==> src/rtl/cec_rx_pkg.sv <==
package cec_rx_pkg;

  typedef enum logic [2:0] {
    S_IDLE, S_START_LO, S_START_HI, S_BIT_LO, S_BIT_HI, S_HOLD
  } rx_state_t;

  localparam logic [3:0] BCAST_ADDR = 4'hF;
  localparam logic [3:0] DATA_LAST  = 4'd7;
  localparam logic [3:0] EOM_SLOT   = 4'd8;
  localparam logic [3:0] ACK_SLOT   = 4'd9;

  // The destination nibble claims this receiver only for a registered address
  function automatic logic wants_ack(input logic [3:0] dest, input logic [3:0] own);
    return (dest == own) && (own != BCAST_ADDR);
  endfunction

endpackage

==> src/rtl/cec_tick_gen.sv <==
module cec_tick_gen #(
  parameter int DIV_W = 12
) (
  input  logic             clk,
  input  logic             rst_n,
  input  logic [DIV_W-1:0] div_count,
  output logic             tick
);
  logic [DIV_W-1:0] cnt;

  always_ff @(posedge clk or negedge rst_n) begin
    if (!rst_n) begin
      cnt  <= '0;
      tick <= 1'b0;
    end else if (cnt >= div_count) begin
      cnt  <= '0;
      tick <= 1'b1;
    end else begin
      cnt  <= cnt + 1'b1;
      tick <= 1'b0;
    end
  end
endmodule

==> src/rtl/cec_line_filter.sv <==
module cec_line_filter #(
  parameter int FILT_CYC = 3
) (
  input  logic clk,
  input  logic rst_n,
  input  logic line_in,
  output logic fell,
  output logic rose
);
  localparam int CW = $clog2(FILT_CYC + 1);

  logic          s1, s2, level;
  logic [CW-1:0] run;

  always_ff @(posedge clk or negedge rst_n) begin
    if (!rst_n) begin
      s1 <= 1'b1; s2 <= 1'b1; level <= 1'b1;
      run <= '0; fell <= 1'b0; rose <= 1'b0;
    end else begin
      s1   <= line_in;
      s2   <= s1;
      fell <= 1'b0;
      rose <= 1'b0;
      if (s2 == level) begin
        run <= '0;
      end else if (run == CW'(FILT_CYC - 1)) begin
        level <= s2;
        run   <= '0;
        fell  <= !s2;
        rose  <= s2;
      end else begin
        run <= run + 1'b1;
      end
    end
  end
endmodule

==> src/rtl/cec_frame_fsm.sv <==
module cec_frame_fsm
  import cec_rx_pkg::*;
#(
  parameter int TW    = 8,
  parameter int DEPTH = 16,
  localparam int IW   = $clog2(DEPTH + 1)
) (
  input  logic          clk,
  input  logic          rst_n,
  input  logic          tick,
  input  logic          fell,
  input  logic          rose,
  input  logic [TW-1:0] t_sl_min,
  input  logic [TW-1:0] t_sl_max,
  input  logic [TW-1:0] t_sp_min,
  input  logic [TW-1:0] t_sp_max,
  input  logic [TW-1:0] t_one_min,
  input  logic [TW-1:0] t_one_max,
  input  logic [TW-1:0] t_zero_min,
  input  logic [TW-1:0] t_zero_max,
  input  logic [TW-1:0] t_per_min,
  input  logic [TW-1:0] t_per_max,
  input  logic [TW-1:0] t_ack,
  input  logic [3:0]    own_addr,
  input  logic          release_i,
  output logic          line_pull,
  output logic          byte_we,
  output logic [IW-1:0] byte_idx,
  output logic [7:0]    byte_val,
  output logic [IW-1:0] stored,
  output logic          eom_o,
  output logic          good_o,
  output logic          irq_o
);
  function automatic logic in_window(input logic [TW-1:0] v, input logic [TW-1:0] lo,
                                     input logic [TW-1:0] hi);
    return (v >= lo) && (v <= hi);
  endfunction

  rx_state_t     st;
  logic [TW-1:0] since_fall;
  logic [3:0]    bit_idx;
  logic [7:0]    shreg;
  logic [IW-1:0] cnt;
  logic          eom_bit, ack_me;
  logic          is1, is0, lo_ok, per_ok, late, sl_ok, sp_ok, sp_late;
  logic          finish_ok, finish_bad;

  always_comb begin
    is1        = in_window(since_fall, t_one_min, t_one_max);
    is0        = in_window(since_fall, t_zero_min, t_zero_max);
    lo_ok      = is1 || is0;
    per_ok     = in_window(since_fall, t_per_min, t_per_max);
    late       = since_fall > t_per_max;
    sl_ok      = in_window(since_fall, t_sl_min, t_sl_max);
    sp_ok      = in_window(since_fall, t_sp_min, t_sp_max);
    sp_late    = since_fall > t_sp_max;
    finish_bad = ((st == S_BIT_LO) && (rose ? !lo_ok : late)) ||
                 ((st == S_BIT_HI) && (fell ? !per_ok : late));
    finish_ok  = (st == S_BIT_LO) && rose && lo_ok && (bit_idx == ACK_SLOT) && eom_bit;
    byte_val   = {shreg[6:0], is1};
    byte_we    = (st == S_BIT_LO) && rose && lo_ok && (bit_idx == DATA_LAST) &&
                 (cnt < IW'(DEPTH));
    byte_idx   = cnt;
    line_pull  = (st == S_BIT_LO) && (bit_idx == ACK_SLOT) && ack_me && (since_fall < t_ack);
    stored     = cnt;
  end

  always_ff @(posedge clk or negedge rst_n) begin
    if (!rst_n) begin
      st <= S_IDLE; since_fall <= '0; bit_idx <= '0; shreg <= '0; cnt <= '0;
      eom_bit <= 1'b0; ack_me <= 1'b0; eom_o <= 1'b0; good_o <= 1'b0; irq_o <= 1'b0;
    end else begin
      irq_o <= 1'b0;
      if (fell)                          since_fall <= '0;
      else if (tick && since_fall != '1) since_fall <= since_fall + 1'b1;

      if (finish_ok || finish_bad) begin
        st     <= S_HOLD;
        eom_o  <= 1'b1;
        good_o <= finish_ok;
        irq_o  <= 1'b1;
      end else begin
        case (st)
          S_IDLE:     if (fell) st <= S_START_LO;
          S_START_LO: if (rose) st <= sl_ok ? S_START_HI : S_IDLE;
          S_START_HI: begin
            if (fell) begin
              if (sp_ok) begin
                st <= S_BIT_LO; bit_idx <= '0; cnt <= '0;
                ack_me <= 1'b0; eom_bit <= 1'b0;
              end else begin
                st <= S_START_LO;
              end
            end else if (sp_late) begin
              st <= S_IDLE;
            end
          end
          S_BIT_LO: begin
            if (rose) begin
              st      <= S_BIT_HI;
              bit_idx <= (bit_idx == ACK_SLOT) ? 4'd0 : bit_idx + 4'd1;
              if (bit_idx < EOM_SLOT) shreg <= byte_val;
              if (bit_idx == DATA_LAST) begin
                if (cnt == '0) ack_me <= wants_ack(byte_val[3:0], own_addr);
                if (cnt < IW'(DEPTH)) cnt <= cnt + 1'b1;
              end
              if (bit_idx == EOM_SLOT) eom_bit <= is1;
            end
          end
          S_BIT_HI: if (fell) st <= S_BIT_LO;
          S_HOLD: begin
            if (release_i) begin
              st <= S_IDLE; eom_o <= 1'b0; good_o <= 1'b0;
            end
          end
          default: st <= S_IDLE;
        endcase
      end
    end
  end
endmodule

==> src/rtl/cec_rx_store.sv <==
module cec_rx_store #(
  parameter int DEPTH = 16,
  localparam int IW   = $clog2(DEPTH + 1)
) (
  input  logic               clk,
  input  logic               rst_n,
  input  logic               we,
  input  logic [IW-1:0]      idx,
  input  logic [7:0]         val,
  output logic [DEPTH*8-1:0] data_flat
);
  for (genvar g = 0; g < DEPTH; g++) begin : g_slot
    logic [7:0] slot;
    always_ff @(posedge clk or negedge rst_n) begin
      if (!rst_n)                     slot <= '0;
      else if (we && idx == IW'(g))   slot <= val;
    end
    assign data_flat[8*g +: 8] = slot;
  end
endmodule

==> src/rtl/cec_frame_receiver.sv <==
module cec_frame_receiver
  import cec_rx_pkg::*;
#(
  parameter int DIV_W    = 12,
  parameter int TW       = 8,
  parameter int DEPTH    = 16,
  parameter int FILT_CYC = 3,
  localparam int IW      = $clog2(DEPTH + 1),
  localparam int LW      = $clog2(DEPTH),
  localparam int WORDS   = DEPTH / 4
) (
  input  logic               clk,
  input  logic               rst_n,
  input  logic               cec_in,
  output logic               line_pull,
  input  logic [DIV_W-1:0]   div_count,
  input  logic [3:0]         own_addr,
  input  logic [TW-1:0]      thr_start_lo_min,
  input  logic [TW-1:0]      thr_start_lo_max,
  input  logic [TW-1:0]      thr_start_per_min,
  input  logic [TW-1:0]      thr_start_per_max,
  input  logic [TW-1:0]      thr_one_min,
  input  logic [TW-1:0]      thr_one_max,
  input  logic [TW-1:0]      thr_zero_min,
  input  logic [TW-1:0]      thr_zero_max,
  input  logic [TW-1:0]      thr_bit_per_min,
  input  logic [TW-1:0]      thr_bit_per_max,
  input  logic [TW-1:0]      thr_ack_low,
  input  logic               rx_release,
  output logic               rx_eom,
  output logic               rx_good,
  output logic               rx_irq,
  output logic [LW-1:0]      rx_len_m1,
  output logic [WORDS*32-1:0] rx_words
);
  function automatic logic [LW-1:0] len_field(input logic [IW-1:0] n);
    return (n == '0) ? '0 : LW'(n - 1'b1);
  endfunction

  logic          tick_w, fell_w, rose_w, byte_we_w;
  logic [IW-1:0] byte_idx_w, stored_w;
  logic [7:0]    byte_val_w;

  cec_tick_gen #(.DIV_W(DIV_W)) u_tick (
    .clk(clk), .rst_n(rst_n), .div_count(div_count), .tick(tick_w));

  cec_line_filter #(.FILT_CYC(FILT_CYC)) u_filt (
    .clk(clk), .rst_n(rst_n), .line_in(cec_in), .fell(fell_w), .rose(rose_w));

  cec_frame_fsm #(.TW(TW), .DEPTH(DEPTH)) u_fsm (
    .clk(clk), .rst_n(rst_n), .tick(tick_w), .fell(fell_w), .rose(rose_w),
    .t_sl_min(thr_start_lo_min), .t_sl_max(thr_start_lo_max),
    .t_sp_min(thr_start_per_min), .t_sp_max(thr_start_per_max),
    .t_one_min(thr_one_min), .t_one_max(thr_one_max),
    .t_zero_min(thr_zero_min), .t_zero_max(thr_zero_max),
    .t_per_min(thr_bit_per_min), .t_per_max(thr_bit_per_max),
    .t_ack(thr_ack_low), .own_addr(own_addr), .release_i(rx_release),
    .line_pull(line_pull), .byte_we(byte_we_w), .byte_idx(byte_idx_w),
    .byte_val(byte_val_w), .stored(stored_w),
    .eom_o(rx_eom), .good_o(rx_good), .irq_o(rx_irq));

  cec_rx_store #(.DEPTH(DEPTH)) u_store (
    .clk(clk), .rst_n(rst_n), .we(byte_we_w), .idx(byte_idx_w), .val(byte_val_w),
    .data_flat(rx_words));

  assign rx_len_m1 = len_field(stored_w);
endmodule

==> config.mk <==
export PLATFORM = sky130hd
export DESIGN_NAME = cec_frame_receiver
export DESIGN_NICKNAME = d
export VERILOG_FILES = /design/src/rtl/cec_rx_pkg.sv /design/src/rtl/cec_tick_gen.sv /design/src/rtl/cec_line_filter.sv /design/src/rtl/cec_frame_fsm.sv /design/src/rtl/cec_rx_store.sv /design/src/rtl/cec_frame_receiver.sv
export SDC_FILE = /design/constraint.sdc
export NUM_CORES = 1
export LEC_CHECK = 0
export BUFFER_PORTS_ARGS = -buffer_cell sky130_fd_sc_hd__buf_4
export CORE_MARGIN = 10
export CORE_UTILIZATION = 50
export CTS_CLUSTER_DIAMETER = 200
export CTS_CLUSTER_SIZE = 16
export DETAILED_ROUTE_END_ITERATION = 10
export GPL_TIMING_DRIVEN = 0
export PLACE_DENSITY = 0.73
export SYNTH_ARGS = -nofsm -noshare
export SYNTH_HDL_FRONTEND = slang
export SYNTH_SLANG_ARGS = --single-unit
==> constraint.sdc <==
create_clock -name clk -period 3.8 [get_ports clk]
set_clock_uncertainty 0.2 [all_clocks]
set_input_delay 0.76 -clock clk [delete_from_list [all_inputs] [get_ports clk]]
set_output_delay 0.76 -clock clk [all_outputs]
set_load 0.02 [all_outputs]
==> summary.md, run 1 <==
| Metric | Value |
|---|---|
| Status | `finished, final reports clean` |
| Number of global-route vias before repair | `about 7600` |
| Drt drc | `0` |
| Total gr overflow | `0` |
| Initial Utilization | `between 50% and 60%` |
| Psw | `around 0.0012 W` |
| CTS tree | `done` |
| Seq/Total Area, Yosys | `45.00%` |
| Syn_area_per_cell | `~11 um2` |
| Unique masters post-synth | `between 60 and 70` |
| Routed WL | `between 20 and 30 mm` |
| Final Non-Filler Cells | `between 1000 and 1500` |
| CTS buffer count | `17` |
| Post-cts resize count | `0` |
| Final Setup Violations | `0` |
| Logic pwr share | `14.0%` |
| Kind of end point of the critical path | `output pin` |
| Clk buf depth | `2` |
| Final net count | `roughly 1400` |
| Dpl hpwl | `just under 20 mm` |
| WP data arrival | `between 2 and 3 ns` |
| Max-slew headroom | `48.03%` |
| HP Class | `in -> async` |
| Hold_buf cts | `0` |
| Antenna cells | `0` |
| Compound-cell area share of the yosys netlist | `around 8.5%` |
| Area growth from synthesis to layout | `28.12%` |
| Clock Latency Late Sink | `0.43 ns` |
| YS warnings | `0` |
| Most common cell after layout, fill and taps aside | `buf_4` |
| Routed wire per std cell | `17.94 um` |
| Most frequent cells in the layout | `buf_4 (242), dfrtp_1 (176), mux2_2 (119), ha_1 (107), inv_1 (104)` |
| Post-CTS setup buffers | `0` |
| Fin crit period | `around 3.5 ns` |
| I/O Pins | `around 240` |
| Max FO, Critical Path | `15` |
| Leading area contributor after synthesis | `dfrtp_1` |
| Power Dens Cells | `~360 mW/mm2` |
| Synth Cell Area | `roughly 0.010 mm2` |
| Layout filler cell count | `around 1600` |
| RD Place Congestion | `0.8383` |
| H-tree depth | `4` |
| Setup crit start kind | `register` |
| # port buffers | `~240` |
| Initial antenna violation count | `0` |
| Unrepaired setup endpoints after global routing | `no` |
| LEAKAGE | `approximately 7.2 nW` |
| Vias | `roughly 7400` |
| Post-synth top area share | `44.22%` |
| Synth Net Count | `1098` |
| Largest family of logic cells by synthesized area | `multiplexers` |
| Post-Synthesis Cells | `around 880` |
| Detail Route Antenna Nets | `0` |
| Die width | `between 150 and 200 um` |
| First drt pass iteration count | `4` |
| Post-synthesis mux area share | `approximately 16%` |
| Largest cells by area after synthesis | `dfrtp_1 (44%), mux2_2 (13%), ha_1 (13%)` |
| Root buffer cell | `clkbuf_16` |
| Clock sink total | `180` |
| Max Cap Viol | `0` |
| Main synth FF type | `dfrtp_1` |
| Clock share of power | `slightly above 40%` |
| DRT iter0 DRCs | `302` |
| CP Data Required Time | `approximately 2.8 ns` |
| Layout cells sized above 1 | `38.17%` |
| FMAX | `between 200 and 300 MHz` |
| GRT Resource Usage Total | `between 10% and 20%` |
| Synthesized flop and latch total | `between 150 and 200` |
| Worst slew pin tran | `0.7761 ns` |
| Avg Vias per Cell | `5.208` |
| Synth Area in XOR/XNOR | `about 1.8%` |
| Clock transition at the registers of the reported paths | `about 0.07 ns` |
| Fin crit share | `just over 90%` |
| Post-synth EDFFs | `0` |
| Final Hold Vio Count | `0` |
| Synth async-reset ratio | `100.0%` |
| Area share of and/or/nand/nor cells after synthesis | `approximately a tenth` |
| Switching share of power | `approximately 26%` |
| Rows | `51` |
| Largest net degree at the start of global routing | `about 120` |
| Core area | `between 0.015 and 0.02 mm2` |
| Placed Cells | `about 1400` |
| First-pass GRT wire length | `40.81 mm` |
| Maximum VDD drop | `roughly 340 uV` |
| Setup CP Type | `reg -> out` |
| Die area | `0.02610 mm2` |
| Flop pwr share | `between 40% and 50%` |
| Max Transition Viols Final | `0` |
| Pint | `around 0.0034 W` |
| Synth Area in Adders | `13.36%` |
| Die H | `161.5 um` |
| Post-Route Setup TNS | `0 ns` |
==> cell type report <==
cell class                 instances  area, um2  share of cell area (%)
tap                              265      331.6                   2.584
multi-input combinational        567       4965                   38.69
clock buffer                      17      425.4                   3.315
inverter                         104      390.4                   3.042
sequential                       180       4509                   35.14
clock inverter                    14      198.9                   1.550
timing repair buffer             244       1859                   14.49
buffer                            32      153.9                   1.199
==> cells by family after synthesis <==
logic type | Yosys count
AND/OR/NAND/NOR | 172
adder cells (fa/ha/maj) | 107
XOR/XNOR | 21
multiplexers | 138
buffers and inverters | 136
AO/OA/AOI/OAI | 129
flip-flops | 180
==> cells in the mapped netlist, types with 4 or more instances <==
| library cell | count |
|---|---|
| nand2_1 | 31 |
| nor2_1 | 38 |
| nand3_1 | 20 |
| xor2_1 | 14 |
| nor2b_1 | 8 |
| a2111oi_0 | 4 |
| a31oi_1 | 7 |
| nand2b_1 | 13 |
| o211ai_1 | 6 |
| nor3_1 | 5 |
| ha_1 | 107 |
| inv_1 | 104 |
| nand3_4 | 6 |
| buf_2 | 12 |
| xnor2_1 | 7 |
| o21a_1 | 4 |
| nand3b_1 | 6 |
| o21ai_0 | 24 |
| nand4_1 | 12 |
| mux2_4 | 16 |
| a21o_1 | 18 |
| and3_1 | 15 |
| a21oi_1 | 33 |
| clkbuf_1 | 15 |
| a211oi_1 | 7 |
| dfrtp_1 | 177 |
| mux2_2 | 119 |
==> stage by stage <==
step                util, %  area, um2  hold WS (ns)  power, W  worst slack (ns)
floorplan                 -      10020        0.1452  0.002525            0.5965
global placement      62.14      12170        0.1464  0.002755            0.3015
detailed placement    62.32      12210        0.1497  0.002795            0.2474
CTS                   65.50      12830       0.05254  0.004666           0.04040
global route          65.51      12830       0.06473  0.004849           0.02328
finish                65.51      12830       0.04371  0.004617            0.2918
==> flip-flops by register name (all words and copies together), names as in the netlist <==
name and flops:
u_fsm.good_o 1, u_tick.tick 1, u_filt.level 1, u_filt.fell 1
u_filt.s2 1, u_fsm.irq_o 1, u_fsm.byte_idx 5, u_fsm.eom_o 1
u_fsm.shreg 7, u_store.g_slot.slot 128, u_fsm.since_fall 8, u_fsm.st 3
u_filt.run 2, u_fsm.ack_me 1, u_fsm.eom_bit 1, u_filt.rose 1
u_fsm.bit_idx 4, u_tick.cnt 12, u_filt.s1 1
==> worst paths after layout <==
kind / startpoint / endpoint / slack [ns] / cells past startpoint
worst max-delay path: u_fsm.since_fall[2] / line_pull / 0.29 / 7
worst min-delay path: rst_n / u_store.g_slot[14].slot[6] / 0.04 / 1
worst max register to register: u_fsm.since_fall[0] / u_fsm.ack_me / 0.32 / 9
worst min register to register: u_filt.s1 / u_filt.s2 / 0.16 / 0
max in group asynchronous: rst_n / u_fsm.since_fall[1] / 2.37 / 2
min in group clk: u_filt.s1 / u_filt.s2 / 0.16 / 0
==> power by group through the flow <==
stage                     clock (W)  sequential, W  combinational, W
after detailed placement          0        0.00214          0.000658
after global placement            0        0.00213          0.000622
after CTS                   0.00190        0.00210          0.000661
after floorplan                   0        0.00210          0.000428
after global routing        0.00197        0.00212          0.000759
final                       0.00187        0.00210          0.000645
==> routing by layer <==
layer	part of all wire (%)	global-route usage, %
met3	4.8	4.626
met4	1.3	5.294
met1	43	23.73
met2	51	33.91
met5	0	0
==> critical path, cell delays in order, from the launching register on <==
cell and delay, ns:
dfrtp_1 0.74, ha_1 0.35, a21o_1 0.16, a21o_1 0.17, a21o_1 0.18, a21o_1 0.19, a31oi_1 0.16, buf_4 0.17
No activity file was read; power rests on OpenSTA's default activity.
==> run 2, diff against run 1 <==
--- a/config.mk
+++ b/config.mk
@@ -6,13 +6,16 @@
 export NUM_CORES = 1
 export LEC_CHECK = 0
 export BUFFER_PORTS_ARGS = -buffer_cell sky130_fd_sc_hd__buf_4
+export CELL_PAD_IN_SITES_DETAIL_PLACEMENT = 0
+export CELL_PAD_IN_SITES_GLOBAL_PLACEMENT = 1
+export CORE_ASPECT_RATIO = 1.5
 export CORE_MARGIN = 10
-export CORE_UTILIZATION = 50
+export CORE_UTILIZATION = 42
 export CTS_CLUSTER_DIAMETER = 200
 export CTS_CLUSTER_SIZE = 16
 export DETAILED_ROUTE_END_ITERATION = 10
 export GPL_TIMING_DRIVEN = 0
-export PLACE_DENSITY = 0.73
+export PLACE_DENSITY = 0.78
 export SYNTH_ARGS = -nofsm -noshare
 export SYNTH_HDL_FRONTEND = slang
 export SYNTH_SLANG_ARGS = --single-unit
==> run 2 against run 1 <==
  * Sequential share of layout area fell by 0.072 points
  * Register-to-register slack worse by 0.04 ns
  * Hold slack improved by 0.027 ns
  * Sequential power about the same
  * Clock power down 9%
  * Cell count is 3.9% higher
  * Critical path depth unchanged
  * Total power decreased by 3.6%
  * Via count shrank 0.62%
  * Non-clock buffer count unchanged
  * Cell area up 0.20%
  * Worst setup slack worse by 0.044 ns
==> summary.md, run 2 (synthesized netlist as in run 1, its figures left out) <==
| Metric | Value |
|---|---|
| Setup crit start kind | `register` |
| Final Hold Vio Count | `0` |
| Core area | `roughly 0.024 mm2` |
| First-pass GRT wire length | `approximately 42 mm` |
| Total gr overflow | `0` |
| Most flops, register | `u_store.g_slot.slot` |
| Die H | `~210 um` |
| First drt pass iteration count | `5` |
| Fin crit share | `slightly above 90%` |
| Vias | `7365` |
| LEAKAGE | `7.199 nW` |
| Hold_buf cts | `0` |
| Unrepaired setup endpoints after global routing | `no` |
| Placed Cells | `roughly 1400` |
| Clk buf depth | `2` |
| Worst path max stage delay | `around 0.80 ns` |
| CP Data Required Time | `2.84 ns` |
| Max Cap Viol | `0` |
| Max FFs per register | `around 130` |
| Most common cell after layout, fill and taps aside | `buf_4` |
| Avg Vias per Cell | `4.983` |
| Layout filler cell count | `2114` |
| Critical-path cell list | `ha_1, a21o_1, a21o_1, a21o_1, a21o_1, a31oi_1, buf_4` |
| Die width | `roughly 150 um` |
| RD Place Congestion | `between 0.7 and 0.8` |
| Rows | `between 60 and 70` |
| Root buffer cell | `clkbuf_16` |
| Routed WL | `approximately 26 mm` |
| Post-cts resize count | `0` |
| H-tree depth | `4` |
| Layout cells sized above 1 | `approximately two fifths` |
| HP Class | `in -> async` |
| Max Transition Viols Final | `0` |
| Regs by FF count | `u_store.g_slot.slot: 128 flops, u_tick.cnt: 12 flops, u_fsm.since_fall: 8 flops` |
| Initial Utilization | `a little over two fifths` |
| Antenna cells | `0` |
| Initial antenna violation count | `0` |
| Setup CP Type | `reg -> out` |
| Power Dens Cells | `roughly 350 mW/mm2` |
| Clock transition at the registers of the reported paths | `roughly 0.070 ns` |
| Maximum VDD drop | `326.0 uV` |
| Worst slew pin tran | `0.8807 ns` |
| I/O Pins | `between 200 and 250` |
| GRT Resource Usage Total | `about 17%` |
| Die area | `just over 0.03 mm2` |
| Clock Latency Late Sink | `roughly 0.42 ns` |
| Clock sink total | `180` |
| # port buffers | `243` |
| Dpl hpwl | `between 20 and 25 mm` |
| Most frequent cells in the layout | `buf_4 (242), dfrtp_1 (176), mux2_2 (119), ha_1 (107), inv_1 (104)` |
| Routed wire per std cell | `17.90 um` |
| CTS buffer count | `17` |
| CP dominant cell by count | `a21o_1` |
| CP max stage cell | `dfrtp_1` |
| Max FO, Critical Path | `15` |
| Post-CTS setup buffers | `0` |
| DRT iter0 DRCs | `251` |
| Largest net degree at the start of global routing | `between 100 and 150` |
| CTS tree | `done` |
| Max-slew headroom | `between 40% and 50%` |
| Fin crit period | `3.553 ns` |
| WP data arrival | `roughly 2.6 ns` |
| Kind of end point of the critical path | `output pin` |
| Drt drc | `0` |
| Final Non-Filler Cells | `1478` |
| FMAX | `between 200 and 300 MHz` |
| Post-Route Setup TNS | `0 ns` |
| Final Setup Violations | `0` |
| Detail Route Antenna Nets | `0` |
| Final net count | `roughly 1400` |
| Number of global-route vias before repair | `between 7000 and 8000` |
| Area growth from synthesis to layout | `28.38%` |
| Status | `finished, final reports clean` |
==> run 2: cell count changes in the layout (fill, tap and decap cells not counted), sizes merged <==
| cell | change |
|---|---|
| buf | +1 |
| bufinv | -4 |
| clkbuf | +2 |
| clkinvlp | +2 |
==> run 2: final cells by class <==
| class | instances | area (um2) | area share (%) |
|---|---|---|---|
| clock inverter | 12 | 116.4 | 0.9049 |
| buffer | 32 | 153.9 | 1.197 |
| inverter | 104 | 390.4 | 3.036 |
| timing repair buffer | 244 | 1859 | 14.46 |
| sequential | 180 | 4509 | 35.07 |
| tap | 319 | 399.1 | 3.104 |
| clock buffer | 20 | 466.7 | 3.629 |
| multi-input combinational | 567 | 4965 | 38.61 |
==> run 2: final timing paths <==
check | from | to | slack (ns) | cells after the start
worst min register to register | u_filt.s1 | u_filt.s2 | 0.16 | 0
worst max register to register | u_fsm.since_fall[6] | u_fsm.st[0] | 0.28 | 9
max in group asynchronous | rst_n | u_store.g_slot[8].slot[0] | 2.39 | 2
worst max-delay path | u_fsm.since_fall[2] | line_pull | 0.25 | 7
min in group clk | u_filt.s1 | u_filt.s2 | 0.16 | 0
worst min-delay path | rst_n | u_store.g_slot[5].slot[3] | 0.07 | 1
==> run 2: critical path: cells and delay by family, from the launching register on <==
family / cells / cell delay, ns
buffers and inverters: 1 / 0.17
adder cells (fa/ha/maj): 1 / 0.35
AO/OA/AOI/OAI: 5 / 0.84
flip-flops: 1 / 0.80
==> run 2: power breakdown <==
| group | switching (W) | internal (W) |
|---|---|---|
| Combinational | 0.000326 | 0.000327 |
| Clock | 0.000783 | 0.000915 |
| Sequential | 0.000107 | 0.00199 |
| Total | 0.00122 | 0.00323 |
==> run 2: layer usage <==
metal | routed length [um] | GRT usage, % | part of all wire (%)
met1 | 10540 | 18.80 | 40
met2 | 13640 | 30.62 | 52
met3 | 1938 | 6.207 | 7.3
met4 | 346 | 4.084 | 1.3
met5 | 0 | 0 | 0
==> run 2: metrics by stage <==
stage | cell area, um2 | util, % | power (W) | hold WS (ns) | worst slack (ns)
3_3_place_gp | 12240 | 51.93 | 0.002779 | 0.1460 | 0.2413
3_5_place_dp | 12280 | 52.08 | 0.002800 | 0.1472 | 0.1929
4_1_cts | 12860 | 54.56 | 0.004514 | 0.08312 | 0.03510
2_1_floorplan | 10020 | - | 0.002525 | 0.1452 | 0.5965
6_report | 12860 | 54.56 | 0.004449 | 0.07117 | 0.2474
5_1_grt | 12860 | 54.56 | 0.004708 | 0.1051 | 0.00004663
